==> config.mk <==
export PLATFORM = sky130hd
export DESIGN_NAME = vnt_xlate
export DESIGN_NICKNAME = d
export VERILOG_FILES = /design/src/rtl/vnt_pkg.sv /design/src/rtl/vnt_entry_store.sv /design/src/rtl/vnt_match.sv /design/src/rtl/vnt_coord_calc.sv /design/src/rtl/vnt_xlate.sv
export SDC_FILE = /design/constraint.sdc
export NUM_CORES = 1
export LEC_CHECK = 0
export BUFFER_PORTS_ARGS = -buffer_cell sky130_fd_sc_hd__buf_2
export CAP_MARGIN = 20
export CORE_MARGIN = 1
export CORE_UTILIZATION = 40
export CTS_BUF_LIST = sky130_fd_sc_hd__clkbuf_4 sky130_fd_sc_hd__clkbuf_8
export DETAILED_ROUTE_END_ITERATION = 7
export GPL_ROUTABILITY_DRIVEN = 1
export HOLD_SLACK_MARGIN = 0.05
export PLACE_DENSITY = 0.58
export SLEW_MARGIN = 10
export SYNTH_ARGS = -nofsm -noshare
export SYNTH_HDL_FRONTEND = slang
export SYNTH_SLANG_ARGS = --single-unit
==> constraint.sdc <==
create_clock -name clk -period 13.7 [get_ports clk]
set_input_delay 4.11 -clock clk [delete_from_list [all_inputs] [get_ports clk]]
set_output_delay 4.11 -clock clk [all_outputs]
set_load 0.05 [all_outputs]
==> src/rtl/vnt_pkg.sv <==
`timescale 1ns/1ps
package vnt_pkg;
    localparam int unsigned VA_W     = 32;
    localparam int unsigned PG_SHIFT = 10;
    localparam int unsigned VPN_W    = VA_W - PG_SHIFT;
    localparam int unsigned COORD_W  = 6;
    localparam int unsigned EXT_W    = 3;
    localparam int unsigned GLEN_W   = 5;
    localparam int unsigned PPN_W    = 4;

    typedef struct packed {
        logic [VPN_W-1:0]   vpage;
        logic [COORD_W-1:0] sx;
        logic [COORD_W-1:0] sy;
        logic [COORD_W-1:0] sz;
        logic [EXT_W-1:0]   ex;
        logic [EXT_W-1:0]   ey;
        logic [EXT_W-1:0]   ez;
        logic [GLEN_W-1:0]  glen;
        logic [PPN_W-1:0]   ppn;
    } vnt_entry_t;

    typedef enum logic [1:0] {
        RES_IDLE = 2'd0,
        RES_HIT  = 2'd1,
        RES_MISS = 2'd2
    } res_state_e;

    // Mask with the n low bits set; saturates to all ones.
    function automatic logic [VPN_W-1:0] low_mask(input int unsigned n);
        if (n >= VPN_W) return '1;
        return (VPN_W'(1) << n) - VPN_W'(1);
    endfunction
endpackage

==> src/rtl/vnt_entry_store.sv <==
`timescale 1ns/1ps
module vnt_entry_store
    import vnt_pkg::*;
#(
    parameter int NUM_ENT = 8,
    localparam int IDX_W  = (NUM_ENT > 1) ? $clog2(NUM_ENT) : 1
) (
    input  logic               clk,
    input  logic               rst_n,
    input  logic               fill_en,
    input  logic               inval_all,
    input  vnt_entry_t         fill_ent,
    output vnt_entry_t         ent_q [NUM_ENT],
    output logic [NUM_ENT-1:0] vld_q
);
    logic [IDX_W-1:0] wr_ptr;

    // round-robin fill pointer; R8: invalidate resets it
    always_ff @(posedge clk or negedge rst_n) begin
        if (!rst_n) begin
            wr_ptr <= '0;
        end else if (inval_all) begin
            wr_ptr <= '0;
        end else if (fill_en) begin
            wr_ptr <= (wr_ptr == IDX_W'(NUM_ENT - 1)) ? '0 : wr_ptr + IDX_W'(1);
        end
    end

    for (genvar i = 0; i < NUM_ENT; i++) begin : g_ent
        always_ff @(posedge clk or negedge rst_n) begin
            if (!rst_n) begin
                vld_q[i] <= 1'b0;
                ent_q[i] <= '0;
            end else if (inval_all) begin
                vld_q[i] <= 1'b0;
            end else if (fill_en && (wr_ptr == IDX_W'(i))) begin
                vld_q[i] <= 1'b1;
                ent_q[i] <= fill_ent;
            end
        end
    end
endmodule

==> src/rtl/vnt_match.sv <==
`timescale 1ns/1ps
module vnt_match
    import vnt_pkg::*;
#(
    parameter int NUM_ENT = 8,
    localparam int IDX_W  = (NUM_ENT > 1) ? $clog2(NUM_ENT) : 1
) (
    input  logic [VPN_W-1:0]  vpn,
    input  logic [VPN_W-1:0]  tag_a  [NUM_ENT],
    input  logic [GLEN_W-1:0] glen_a [NUM_ENT],
    input  logic [NUM_ENT-1:0] vld,
    output logic              any_hit,
    output logic [IDX_W-1:0]  hit_idx
);
    logic [NUM_ENT-1:0] match;

    // compare only the bits above the page-group size
    for (genvar i = 0; i < NUM_ENT; i++) begin : g_cmp
        logic [VPN_W-1:0] hi_mask;
        assign hi_mask  = ~low_mask(int'(glen_a[i]));
        assign match[i] = vld[i] && (((tag_a[i] ^ vpn) & hi_mask) == '0);
    end

    // lowest index wins
    always_comb begin
        hit_idx = '0;
        for (int i = NUM_ENT - 1; i >= 0; i--) begin
            if (match[i]) hit_idx = IDX_W'(i);
        end
    end

    assign any_hit = |match;
endmodule

==> src/rtl/vnt_coord_calc.sv <==
`timescale 1ns/1ps
module vnt_coord_calc
    import vnt_pkg::*;
(
    input  logic [VPN_W-1:0]   vpn,
    input  logic [GLEN_W-1:0]  glen,
    input  logic [PPN_W-1:0]   ppn,
    input  logic [EXT_W-1:0]   ex,
    input  logic [EXT_W-1:0]   ey,
    input  logic [EXT_W-1:0]   ez,
    input  logic [COORD_W-1:0] sx,
    input  logic [COORD_W-1:0] sy,
    input  logic [COORD_W-1:0] sz,
    output logic [COORD_W-1:0] nx,
    output logic [COORD_W-1:0] ny,
    output logic [COORD_W-1:0] nz
);
    logic [VPN_W-1:0] offs, slot, idx, dx, dy, dz;
    int unsigned      n_xy, n_all;

    always_comb begin
        n_xy  = int'(ex) + int'(ey);
        n_all = n_xy + int'(ez);
        offs  = vpn & low_mask(int'(glen));                    // group offset
        slot  = offs >> ppn;                                    // interleave
        idx   = slot & low_mask(n_all);                         // region wrap
        dx    = idx & low_mask(int'(ex));                       // X low bits
        dy    = (idx >> ex) & low_mask(int'(ey));               // Y middle
        dz    = (idx >> n_xy) & low_mask(int'(ez));             // Z high
        nx    = sx + dx[COORD_W-1:0];
        ny    = sy + dy[COORD_W-1:0];
        nz    = sz + dz[COORD_W-1:0];
    end
endmodule

==> src/rtl/vnt_xlate.sv <==
`timescale 1ns/1ps
module vnt_xlate
    import vnt_pkg::*;
#(
    parameter int NUM_ENT = 8,
    localparam int IDX_W  = (NUM_ENT > 1) ? $clog2(NUM_ENT) : 1
) (
    input  logic               clk,
    input  logic               rst_n,
    input  logic               fill_en,
    input  logic               inval_all,
    input  logic [VPN_W-1:0]   fill_vpage,
    input  logic [COORD_W-1:0] fill_sx,
    input  logic [COORD_W-1:0] fill_sy,
    input  logic [COORD_W-1:0] fill_sz,
    input  logic [EXT_W-1:0]   fill_ex,
    input  logic [EXT_W-1:0]   fill_ey,
    input  logic [EXT_W-1:0]   fill_ez,
    input  logic [GLEN_W-1:0]  fill_glen,
    input  logic [PPN_W-1:0]   fill_ppn,
    input  logic               lk_valid,
    input  logic [VA_W-1:0]    lk_vaddr,
    output logic               res_valid,
    output logic               res_hit,
    output logic               res_miss,
    output logic [COORD_W-1:0] res_x,
    output logic [COORD_W-1:0] res_y,
    output logic [COORD_W-1:0] res_z
);
    vnt_entry_t         fill_ent;
    vnt_entry_t         ent_q [NUM_ENT];
    logic [NUM_ENT-1:0] vld_q;
    logic [VPN_W-1:0]   tag_a  [NUM_ENT];
    logic [GLEN_W-1:0]  glen_a [NUM_ENT];
    logic [VPN_W-1:0]   vpn;
    logic               any_hit;
    logic [IDX_W-1:0]   hit_idx;
    vnt_entry_t         pick;
    logic [COORD_W-1:0] cx, cy, cz;
    logic [COORD_W-1:0] x_q, y_q, z_q;
    res_state_e         state_q, state_d;
    logic               unused_page_offset;

    assign fill_ent = '{vpage: fill_vpage, sx: fill_sx, sy: fill_sy, sz: fill_sz,
                        ex: fill_ex, ey: fill_ey, ez: fill_ez,
                        glen: fill_glen, ppn: fill_ppn};

    assign vpn                = lk_vaddr[VA_W-1:PG_SHIFT];
    assign unused_page_offset = ^lk_vaddr[PG_SHIFT-1:0];

    vnt_entry_store #(.NUM_ENT(NUM_ENT)) u_store (
        .clk       (clk),
        .rst_n     (rst_n),
        .fill_en   (fill_en),
        .inval_all (inval_all),
        .fill_ent  (fill_ent),
        .ent_q     (ent_q),
        .vld_q     (vld_q)
    );

    for (genvar i = 0; i < NUM_ENT; i++) begin : g_fld
        assign tag_a[i]  = ent_q[i].vpage;
        assign glen_a[i] = ent_q[i].glen;
    end

    vnt_match #(.NUM_ENT(NUM_ENT)) u_match (
        .vpn     (vpn),
        .tag_a   (tag_a),
        .glen_a  (glen_a),
        .vld     (vld_q),
        .any_hit (any_hit),
        .hit_idx (hit_idx)
    );

    assign pick = ent_q[hit_idx];

    vnt_coord_calc u_calc (
        .vpn  (vpn),
        .glen (pick.glen),
        .ppn  (pick.ppn),
        .ex   (pick.ex),
        .ey   (pick.ey),
        .ez   (pick.ez),
        .sx   (pick.sx),
        .sy   (pick.sy),
        .sz   (pick.sz),
        .nx   (cx),
        .ny   (cy),
        .nz   (cz)
    );

    // Next-state logic: every state leaves by the same three arcs
    always_comb begin
        state_d = RES_IDLE;
        unique case (state_q)
            RES_IDLE, RES_HIT, RES_MISS: begin
                if (!lk_valid)    state_d = RES_IDLE;
                else if (any_hit) state_d = RES_HIT;
                else              state_d = RES_MISS;
            end
            default: state_d = RES_IDLE;
        endcase
    end

    // State register and registered coordinates (R2 one-cycle latency)
    always_ff @(posedge clk or negedge rst_n) begin
        if (!rst_n) begin
            state_q <= RES_IDLE;
            x_q     <= '0;
            y_q     <= '0;
            z_q     <= '0;
        end else begin
            state_q <= state_d;
            if (lk_valid && any_hit) begin
                x_q <= cx;
                y_q <= cy;
                z_q <= cz;
            end else begin
                x_q <= '0;
                y_q <= '0;
                z_q <= '0;
            end
        end
    end

    // Output decode
    always_comb begin
        res_valid = (state_q != RES_IDLE);
        res_hit   = (state_q == RES_HIT);
        res_miss  = (state_q == RES_MISS);
        res_x     = x_q;
        res_y     = y_q;
        res_z     = z_q;
    end
endmodule

Yosys cells after proc, flatten, opt, wreduce, memory -nomap -nowiden
Cells that the tools add are included.

cells by class
  eq/ne operators = 9
  shift-type cells = 16
  div/mod/pow operators = 0
  muxes and demuxes = 66
  reductions and logical operators = 47
  $mul = 0
  add/subtract/negate cells = 19
  magnitude comparators = 11
  bitwise operators = 31

operators by type and width
  operator                                                                              number
  22-bit 2-to-1 mux                                                                     20
  22-bit bitwise AND                                                                    10
  22-bit by 2-bit subtractor with 22-bit output, second input constant                  10
  1-bit by 5-bit << shifter with 22-bit output, first input constant                    9
  22-bit logical NOT                                                                    8
  22-bit inverter                                                                       8
  22-bit bitwise XOR                                                                    8
  58-bit binary-select mux with 3-bit select                                            1
  36-bit 2-to-1 mux                                                                     2
  5-bit greater-or-equal comparator, second input constant                              9
  3-bit 2-to-1 mux                                                                      11
  32-bit by 3-bit adder with 32-bit output                                              1
  32-bit by 5-bit greater-or-equal comparator with 1-bit output, second input constant  1
  1-bit by 32-bit << shifter with 22-bit output, first input constant                   1
  1-bit 2-to-1 mux                                                                      26
  22-bit by 3-bit >> shifter with 6-bit output                                          1
  22-bit by 4-bit >> shifter with 22-bit output                                         1
  22-bit by 4-bit >> shifter with 6-bit output                                          1
  2-bit nonzero test                                                                    10
  6-bit adder                                                                           3
  6-bit bitwise AND                                                                     3
  6-bit 2-to-1 mux                                                                      3
  1-bit by 3-bit << shifter with 6-bit output, first input constant                     3
  6-bit by 2-bit subtractor with 6-bit output, second input constant                    3
  17 further kinds                                                                      46

word-level totals
  bits in read-only memories = 0
  input port bits = 95
  word-level logic and storage cells = 284
  flip-flop bits (word level) = 495
  memories kept = 0
  RAM bits = 0
  output and inout bits = 21
  bits in latches = 0

Depth between registers and ports, before layout
Gate-level depths: netlist (run 1).

  depth after elaboration = 29
  depth in mapped cells = 55
  mapped depth without buffers = 46

Cells and area by module
A second synthesis (run 1) with hierarchy kept.

unflattened totals
  cells, all modules = 2836
  area, all modules = 31781.7 um^2

by module, submodules not included
  module           area each (um^2)  times used  cells an instance  seq. area each (um^2)
  vnt_entry_store  18002.3           1           1036               11886.4
  vnt_match        6002.0            1           918                0.0
  vnt_coord_calc   4675.7            1           705                0.0
  vnt_xlate        3101.7            1           177                500.5

Worst setup path after synthesis (run 1)
Ideal clock, no wire load.

  path kind = input to register
  start = input lk_vaddr[11]
  end = register z_q[5] (netlist: res_z[5])
  path buffers = 9
  cell stages on the path = 47
  required time = 13.576 ns
  setup slack = 0.036 ns
  data arrival time = 13.540 ns
  library setup time = 0.124 ns
  cell sequence = buf_2 xor2_1 a221oi_1 o31ai_1 nor4_1 o211ai_1 o41a_4 and4_1 buf_2 nand2_4 clkbuf_1 buf_1 buf_1 nand2_1 a311oi_1 a31o_2 clkbuf_1 ha_1 (+11 left out) clkbuf_1 inv_1 a21oi_1 xor2_1 a22oi_1 o21ai_1 nor3_2 mux2i_1 mux2_2 a31oi_1 o311a_1 ha_1 a21oi_1 o21bai_1 a21oi_1 xor2_1 and3_1 nor3_2

on the way
  word-level cells in the longest chain between the ends = 26
  elaborated cells on any way between the ends = 67
  those cells by class = 6 x add/sub; 2 x order compare; 5 x shift; 16 x mux; 20 x bitwise; 18 x reduce/logical

RTL lines
  element                                                                                      line                                 text
  from (decl)                                                                                  vnt_xlate.sv:22                      input logic [VA_W-1:0] lk_vaddr,
  22-bit bitwise XOR                                                                           vnt_match.sv:21                      assign match[i] = vld[i] && (((tag_a[i] ^ vpn) & hi_mask) == '0);
  22-bit bitwise AND                                                                           vnt_match.sv:21
  22-bit logical NOT                                                                           vnt_match.sv:21
  1-bit logical AND                                                                            vnt_match.sv:21
  3-bit 2-to-1 mux (8 in series)                                                               vnt_match.sv:28                      if (match[i]) hit_idx = IDX_W'(i);
  3-bit inverter with 4-bit output (implied by the code)                                       vnt_xlate.sv:75                      assign pick = ent_q[hit_idx];
  58-bit binary-select mux with 3-bit select                                                   vnt_xlate.sv:75
  36-bit 2-to-1 mux (implied by the code) (2 in series)                                        vnt_xlate.sv:75
  (+2 left out)                                                                                n/a
  32-bit by 5-bit greater-or-equal comparator with 1-bit output, or another cell as far along  vnt_pkg.sv:31                        if (n >= VPN_W) return '1;
  1-bit 2-to-1 mux, or another cell as far along                                               vnt_pkg.sv:31
  22-bit 2-to-1 mux or 22-bit by 4-bit >> shifter with 22-bit output (tied branches)           vnt_pkg.sv:32, vnt_coord_calc.sv:25
  22-bit bitwise AND                                                                           vnt_coord_calc.sv:26                 idx = slot & low_mask(n_all);
  22-bit by 4-bit >> shifter with 6-bit output                                                 vnt_coord_calc.sv:29                 dz = (idx >> n_xy) & low_mask(int'(ez));
  6-bit bitwise AND                                                                            vnt_coord_calc.sv:29
  6-bit adder                                                                                  vnt_coord_calc.sv:32                 nz = sz + dz[COORD_W-1:0];
  6-bit 2-to-1 mux (*)                                                                         vnt_xlate.sv:114                     if (lk_valid && any_hit) begin
  to (signal assigned)                                                                         vnt_xlate.sv:117                     z_q <= cz;
  to (decl)                                                                                    vnt_xlate.sv:40                      logic [COORD_W-1:0] x_q, y_q, z_q;

Mark *: on every way between the ends. The rest lies on a longest branch, timed or not. The select of a mux whose other input is x is not followed.
A chain may end at the register's enable or synchronous reset.

Worst setup path in the final report (run 1)
  start = input lk_vaddr[31]
  end = register z_q[5] (netlist: res_z[5])

The elaborated chain is that of the path after synthesis.

==> metrics.md, run 1 <==
| Metric | Value |
|---|---|
| Yosys reg bits | around 500 |
| Drt drc | 0 |
| Crit. Startpoint | lk_vaddr[31] |
| Overall Power | approximately 7 mW |
| Post-CTS Setup Repair Bufs | 0 |
| Post-CTS Resized | 0 |
| Netlist cell types | 110 |
| Final setup viols | 0 |
| NumNets Final | 3,348 |
| Most numerous cell in the Yosys netlist | dfrtp_1 |
| Ys Warns | 0 |
| Critical path capture point | res_z[5] |
| Largest net degree at the start of global routing | ~160 |
| Pre-CTS WS | 0.178 ns |
| Final Skew | approximately 0.051 ns |
| DR vias | around 26,000 |
| Fin area | around 35,000 µm² |
| Synth Cell Area | 31,300 µm² |
| Setup WS post-layout | 0.713 ns |
| Critical path arrival | 13.56 ns |
| Ports | 116 |
| Power per cell area | approximately 200 nW/µm² |
| Initial cell density of the core | 0.404 |
| Root buf cell | clkbuf_8 |
| Unrepaired setup endpoints after global routing | no |
| Die width | around 280 µm |
| Outcome | finished clean |
| Layout cell share with drive strength beyond 1 | 0.288 |
| Final HPWL DP | slightly below 70,000 µm |
| Number of synthesized flops with an enable pin | 0 |
| PortBufs | roughly 110 |
| Post-DP Area | 32,900 µm² |
| Post-route ant nets | 0 |
| Num rows | 102 |
| Kind of critical path | primary input to register |
| LEAKAGE | approximately 15 nW |
| Maximum vdd ir drop | between 150 and 200 µV |
| Reg-to-reg startpoint | u_store.ent_q[7] |
| Clock sinks | roughly 500 |
| Seq/Total Area, Yosys | 0.395 |
| Number of CTS-inserted buffers | approximately 90 |
| Flop2flop setup slack | 2.32 ns |
| Final core utilization | 0.450 |
| Min-delay worst type | register to register |
| Clock transition at path regs | 0.06 ns |
| Worst-Skew Late Latency | roughly 0.72 ns |
| Post-Synthesis Net Count | about 3,300 |
| Hold Fails Final Rpt | 0 |
| Worst Path Required | between 10 and 15 ns |
| Max transition margin | 0.246 |
| Grt total ovfl | 0 |
| Crit Reg-Reg Endpoint | res_z[5] |
| Initial antenna violation count | 13 |
| Leading area contributor after synthesis | dfrtp_1 |
| Post-Route WL | around 100,000 µm |
| Global-route wire length before repair | between 150,000 and 200,000 µm |
| Die area | 79,400 µm² |
| Final Non-Filler Cells | around 4,300 |
| CORE AREA | 77,500 µm² |
| WHS | about 0.5 ns |
| Max Root-Sink Buffers | 3 |
| Crit end category | register |
| Cell mode on critical path | a21oi_1 |
| Worst-Margin Slew | ~1.1 ns |
| CTS tree | done |
| Syn_area_per_cell | roughly 10 µm² |
| First drt pass iteration count | 6 |
| Max-cap check violation count | 0 |
| Die height | about 280 µm |
| Top cells by count, synth | dfrtp_1, mux2_2, nand2_1 |
| Worst Setup Start Kind | primary input |
| Gp weighted congestion | between 0.9 and 1 |
| Post-synth ARST share | 1.00 |
| CP max FO | 20 |
| Area growth, synth to finish | 11.4% |
| R2R cell count | 42 |
| Fillers | between 7,000 and 8,000 |
| Number of hold buffers added after cts | 0 |
| Vias per cell | 5.99 |
| WL/cell | 23.9 µm |
| DRT iter0 DRCs | 2,710 |
| Largest cells by area after synthesis | dfrtp_1, mux2_2, nand2_1 |
| Vias in the first global route | between 20,000 and 25,000 |
| Crit path time final | between 10 and 15 ns |
| CP max stage cell | a21oi_4 |
| CP peak stage delay | approximately 0.65 ns |
| GRT Util Overall | 0.258 |
| Main synth FF type | dfrtp_1 |
| Final Slew Violations | 0 |
| Placed Cells incl. Taps | 4,160 |
| Mapped Cells | roughly 3,200 |
| H-tree level count | 3 |
| Post-route setup TNS | 0 ns |
| Final Cycle Share | 0.948 |
| Fmax achieved | 77.0 MHz |
| Synth top area share | 0.395 |
==> worst max-delay path, delay by kind of cell <==
family / cells / cell delay, ns
compound gates: 13 / 2.88
simple gates: 12 / 2.30
fa+ha+maj: 5 / 1.93
buf+inv: 6 / 1.17
xor+xnor: 3 / 0.71
mux: 2 / 0.41
==> metal layers <==
metal  wire [µm]  track usage  vias up
met4        3650       0.0957       14
met3        6730       0.0445      206
li1            -            -    11726
met5          85            0        -
met1       45500        0.355    13062
met2       47200        0.405      903
==> kinds of logic (layout without fill, tap and decap cells) <==
group | Yosys count | in the layout | share of synthesized area
buffers and inverters | 322 | 424 | 0.0442
xor gates and xnor gates | 203 | 203 | 0.0568
and+or+nand+nor | 891 | 891 | 0.136
adders and majority gates | 42 | 42 | 0.0180
other | 0 | 2 | 0
DFF | 495 | 495 | 0.395
AOI/OAI and AO/OA | 707 | 707 | 0.163
muxes | 520 | 520 | 0.186
==> placed cells by master (no fill, tap or decap), drive strengths merged, types with 49 or more instances in the layout <==
| cell | netlist | layout |
|---|---|---|
| xor2 | 113 | 113 |
| nor3 | 55 | 55 |
| nand3 | 125 | 125 |
| inv | 52 | 57 |
| mux2 | 468 | 468 |
| clkbuf | 131 | 137 |
| a21oi | 132 | 132 |
| o21ai | 152 | 152 |
| xnor2 | 90 | 90 |
| nor2 | 133 | 133 |
| dfrtp | 495 | 495 |
| mux2i | 49 | 49 |
| buf | 135 | 206 |
| nand2 | 377 | 377 |
==> sequential cells by signal, indices dropped and copies added (netlist names) <==
signal,flops
u_store.vld_q,8
u_store.wr_ptr,3
res_y,6
res_z,6
res_x,6
state_q,2
u_store.ent_q,464
==> worst min path at each step <==
| stage | startpoint | end | cells after the start |
|---|---|---|---|
| after floorplan | u_store.vld_q[0] | u_store.vld_q[0] | 1 |
| after global placement | u_store.ent_q[232] | u_store.ent_q[232] | 1 |
| after detailed placement | u_store.ent_q[406] | u_store.ent_q[406] | 1 |
| after CTS | u_store.ent_q[406] | u_store.ent_q[406] | 1 |
| after global routing | u_store.ent_q[208] | u_store.ent_q[208] | 1 |
| final | u_store.ent_q[406] | u_store.ent_q[406] | 1 |
==> final cells by class <==
cell class,instances,area (µm²),area share
antenna,2,5.00,0.000143
clock buffer,137,1720,0.0494
clock inverter,25,284,0.00814
inverter,56,210,0.00602
multi-input combinational,2363,17600,0.506
sequential,495,12400,0.355
tap,1040,1300,0.0373
timing repair buffer,206,1340,0.0385
==> power breakdown <==
| group | switching, mW | internal, mW |
|---|---|---|
| Sequential | 0.310 | 1.77 |
| Clock | 0.661 | 0.887 |
| Combinational | 1.98 | 1.38 |
| Total | 2.95 | 4.04 |
(Power assumes the default switching activity.)
==> run 2, diff against run 1 <==
- clock period: 13.7 -> 16.8 ns (I/O delays scaled with it)
==> metrics.md, run 2 (synthesis gave the netlist of run 1 again) <==
| Metric | Value |
|---|---|
| Drt drc | 0 (unchanged) |
| Post-Route WL | 102,000 µm (-0.96%) |
| NumNets Final | 3,302 (-1.4%) |
| Max reg flops | 464 (unchanged) |
| Hold Path Depth | 1 (unchanged) |
| Critical path arrival | 15.73 ns (+2.17 ns) |
| Final Cycle Share | 0.902 |
| Placed Cells incl. Taps | 4,114 (-1.1%) |
| Grt total ovfl | 0 (unchanged) |
| CTS tree | done |
| DRT iter0 DRCs | 2,197 (-19%) |
| Number of hold buffers added after cts | 0 (unchanged) |
| Clock transition at path regs | 0.05 ns (about the same) |
| Final Skew | 0.0531 ns (+0.00226 ns) |
| CP Buf/Inv Count | 7 (+1) |
| CORE AREA | 77,500 µm² (unchanged) |
| WHS | 0.499 ns (-0.00126 ns) |
| Grt met2 use | 0.408 (+0.00284) |
| DR vias | 25,691 (-0.85%) |
| Outcome | finished clean |
| Top reg by flops | u_store.ent_q |
| Die height | 282 µm (unchanged) |
| Reg-to-reg startpoint | u_store.ent_q[7] |
| Final core utilization | 0.444 (-0.00656) |
| Max Root-Sink Buffers | 3 (unchanged) |
| Final Slew Violations | 0 (unchanged) |
| Min-delay worst type | register to register |
| Overall Power | 5.57 mW (-20%) |
| Ports | 116 (unchanged) |
| Pre-CTS WS | 1.14 ns (+0.966 ns) |
| Crit Reg-Reg Endpoint | res_z[5] |
| Die area | 79,400 µm² (unchanged) |
| Setup WS post-layout | 1.64 ns (+0.927 ns) |
| Area growth, synth to finish | 9.79% |
| Clock sinks | 495 (unchanged) |
| PortBufs | 105 (unchanged) |
| Max-cap check violation count | 0 (unchanged) |
| Worst-Margin Slew | 1.12 ns (+0.00804 ns) |
| Global routing's busiest layer | met2 |
| Post-route ant nets | 0 (unchanged) |
| Unrepaired setup endpoints after global routing | no |
| Cell mode on critical path | a21oi_1 |
| Final Non-Filler Cells | 4,276 (-1.1%) |
| Die width | 282 µm (unchanged) |
| Vias per cell | 6.01 (+0.26%) |
| CP max FO | 56 (+180%) |
| Largest regs | u_store.ent_q (464), u_store.vld_q (8) |
| Crit path depth | 44 (+7.3%) |
| Vias in the first global route | 24,377 (-1.4%) |
| Worst-Skew Late Latency | 0.73 ns (about the same) |
| Post-CTS Resized | 0 (unchanged) |
| Post-DP Area | 32,500 µm² (-1.2%) |
| Initial antenna violation count | 17 (+4) |
| Top delay family on crit path | compound AO/OA/AOI/OAI gates |
| Fillers | 7,520 (-0.88%) |
| Max transition margin | 0.256 (+0.00926) |
| Crit. Startpoint | lk_vaddr[21] |
| Crit end category | register |
| GRT Util Overall | 0.255 (-0.00317) |
| Fmax achieved | between 60 and 70 MHz |
| Final HPWL DP | 65,100 µm (-4.9%) |
| Worst Path Required | 17.37 ns (+3.10 ns) |
| R2R cell count | 45 (+7.1%) |
| Fin area | 34,400 µm² (-1.5%) |
| Layout cell share with drive strength beyond 1 | 0.277 (-0.0110) |
| GR Util met3 | 0.0400 (-0.00447) |
| Num rows | 102 (unchanged) |
| CP max stage cell | a2111oi_0 |
| Flop2flop setup slack | 4.30 ns (+1.98 ns) |
| Final setup viols | 0 (unchanged) |
| Hold Fails Final Rpt | 0 (unchanged) |
| CP peak stage delay | 0.64 ns (about the same) |
| Commonest non-fill, non-tap cell in the layout | dfrtp_1 |
| Largest net degree at the start of global routing | 149 (-7.5%) |
| Crit path time final | about 15 ns |
| H-tree level count | 3 (unchanged) |
| Initial cell density of the core | 0.404 (unchanged) |
| Gp weighted congestion | 0.964 (-0.67%) |
| M1 GR Usage | 0.350 (-0.00487) |
| Critical path capture point | res_z[5] |
| Global-route wire length before repair | 154,000 µm (-1.3%) |
| WL/cell | 23.9 µm (+0.15%) |
| Post-CTS Setup Repair Bufs | 0 (unchanged) |
| Worst Setup Start Kind | primary input |
| First drt pass iteration count | 8 (+2) |
| Power per cell area | 162 nW/µm² (-19%) |
| Maximum vdd ir drop | 120 µV (-28%) |
| LEAKAGE | 15.0 nW (-2.0%) |
| Most frequent cells in the layout | dfrtp_1, mux2_2, nand2_1 |
| Number of CTS-inserted buffers | 89 (unchanged) |
| Kind of critical path | primary input to register |
| Post-route setup TNS | 0 ns (unchanged) |
| Root buf cell | clkbuf_8 |
[run 2: cell types whose count changed in the layout (fill, tap and decap cells not counted)]
cell,before,now
buf_4,97,54
clkbuf_8,111,102
clkbuf_4,26,33
buf_12,4,1
bufinv_16,4,2
diode_2,2,4
inv_12,1,3
inv_8,3,1
clkinv_2,14,13
clkinvlp_4,1,2
inv_16,1,0
inv_6,0,1
[run 2: power breakdown]
group	leakage, nW	switching, mW	internal, mW
Sequential	6.41	0.244	1.44
Combinational	7.59	1.61	1.07
Clock	1.00	0.542	0.665
Total	15.0	2.40	3.18
[run 2: layer usage]
metal,routed length (µm),share of wire,vias up
li1,-,-,11649
met1,45300,0.44,12900
met2,46900,0.46,933
met3,6690,0.066,189
met4,3170,0.031,20
met5,123,0.0012,-
[run 2: how the worst min path moves through the flow]
stage / from / end / slack [ns]
CTS: u_store.ent_q[232] / u_store.ent_q[232] / 0.50
detailed placement: u_store.ent_q[117] / u_store.ent_q[117] / 0.49
finish: u_store.ent_q[232] / u_store.ent_q[232] / 0.50
floorplan: u_store.vld_q[0] / u_store.vld_q[0] / 0.45
global placement: u_store.ent_q[232] / u_store.ent_q[232] / 0.48
global route: u_store.ent_q[59] / u_store.ent_q[59] / 0.51
[run 2: final cells by class]
cell class	count	area (µm²)	share of cell area
timing repair buffer	160	961	0.0279
inverter	56	210	0.00611
sequential	495	12400	0.360
tap	1040	1300	0.0378
clock inverter	23	225	0.00655
clock buffer	135	1650	0.0480
multi-input combinational	2363	17600	0.513
antenna	4	10.0	0.000291
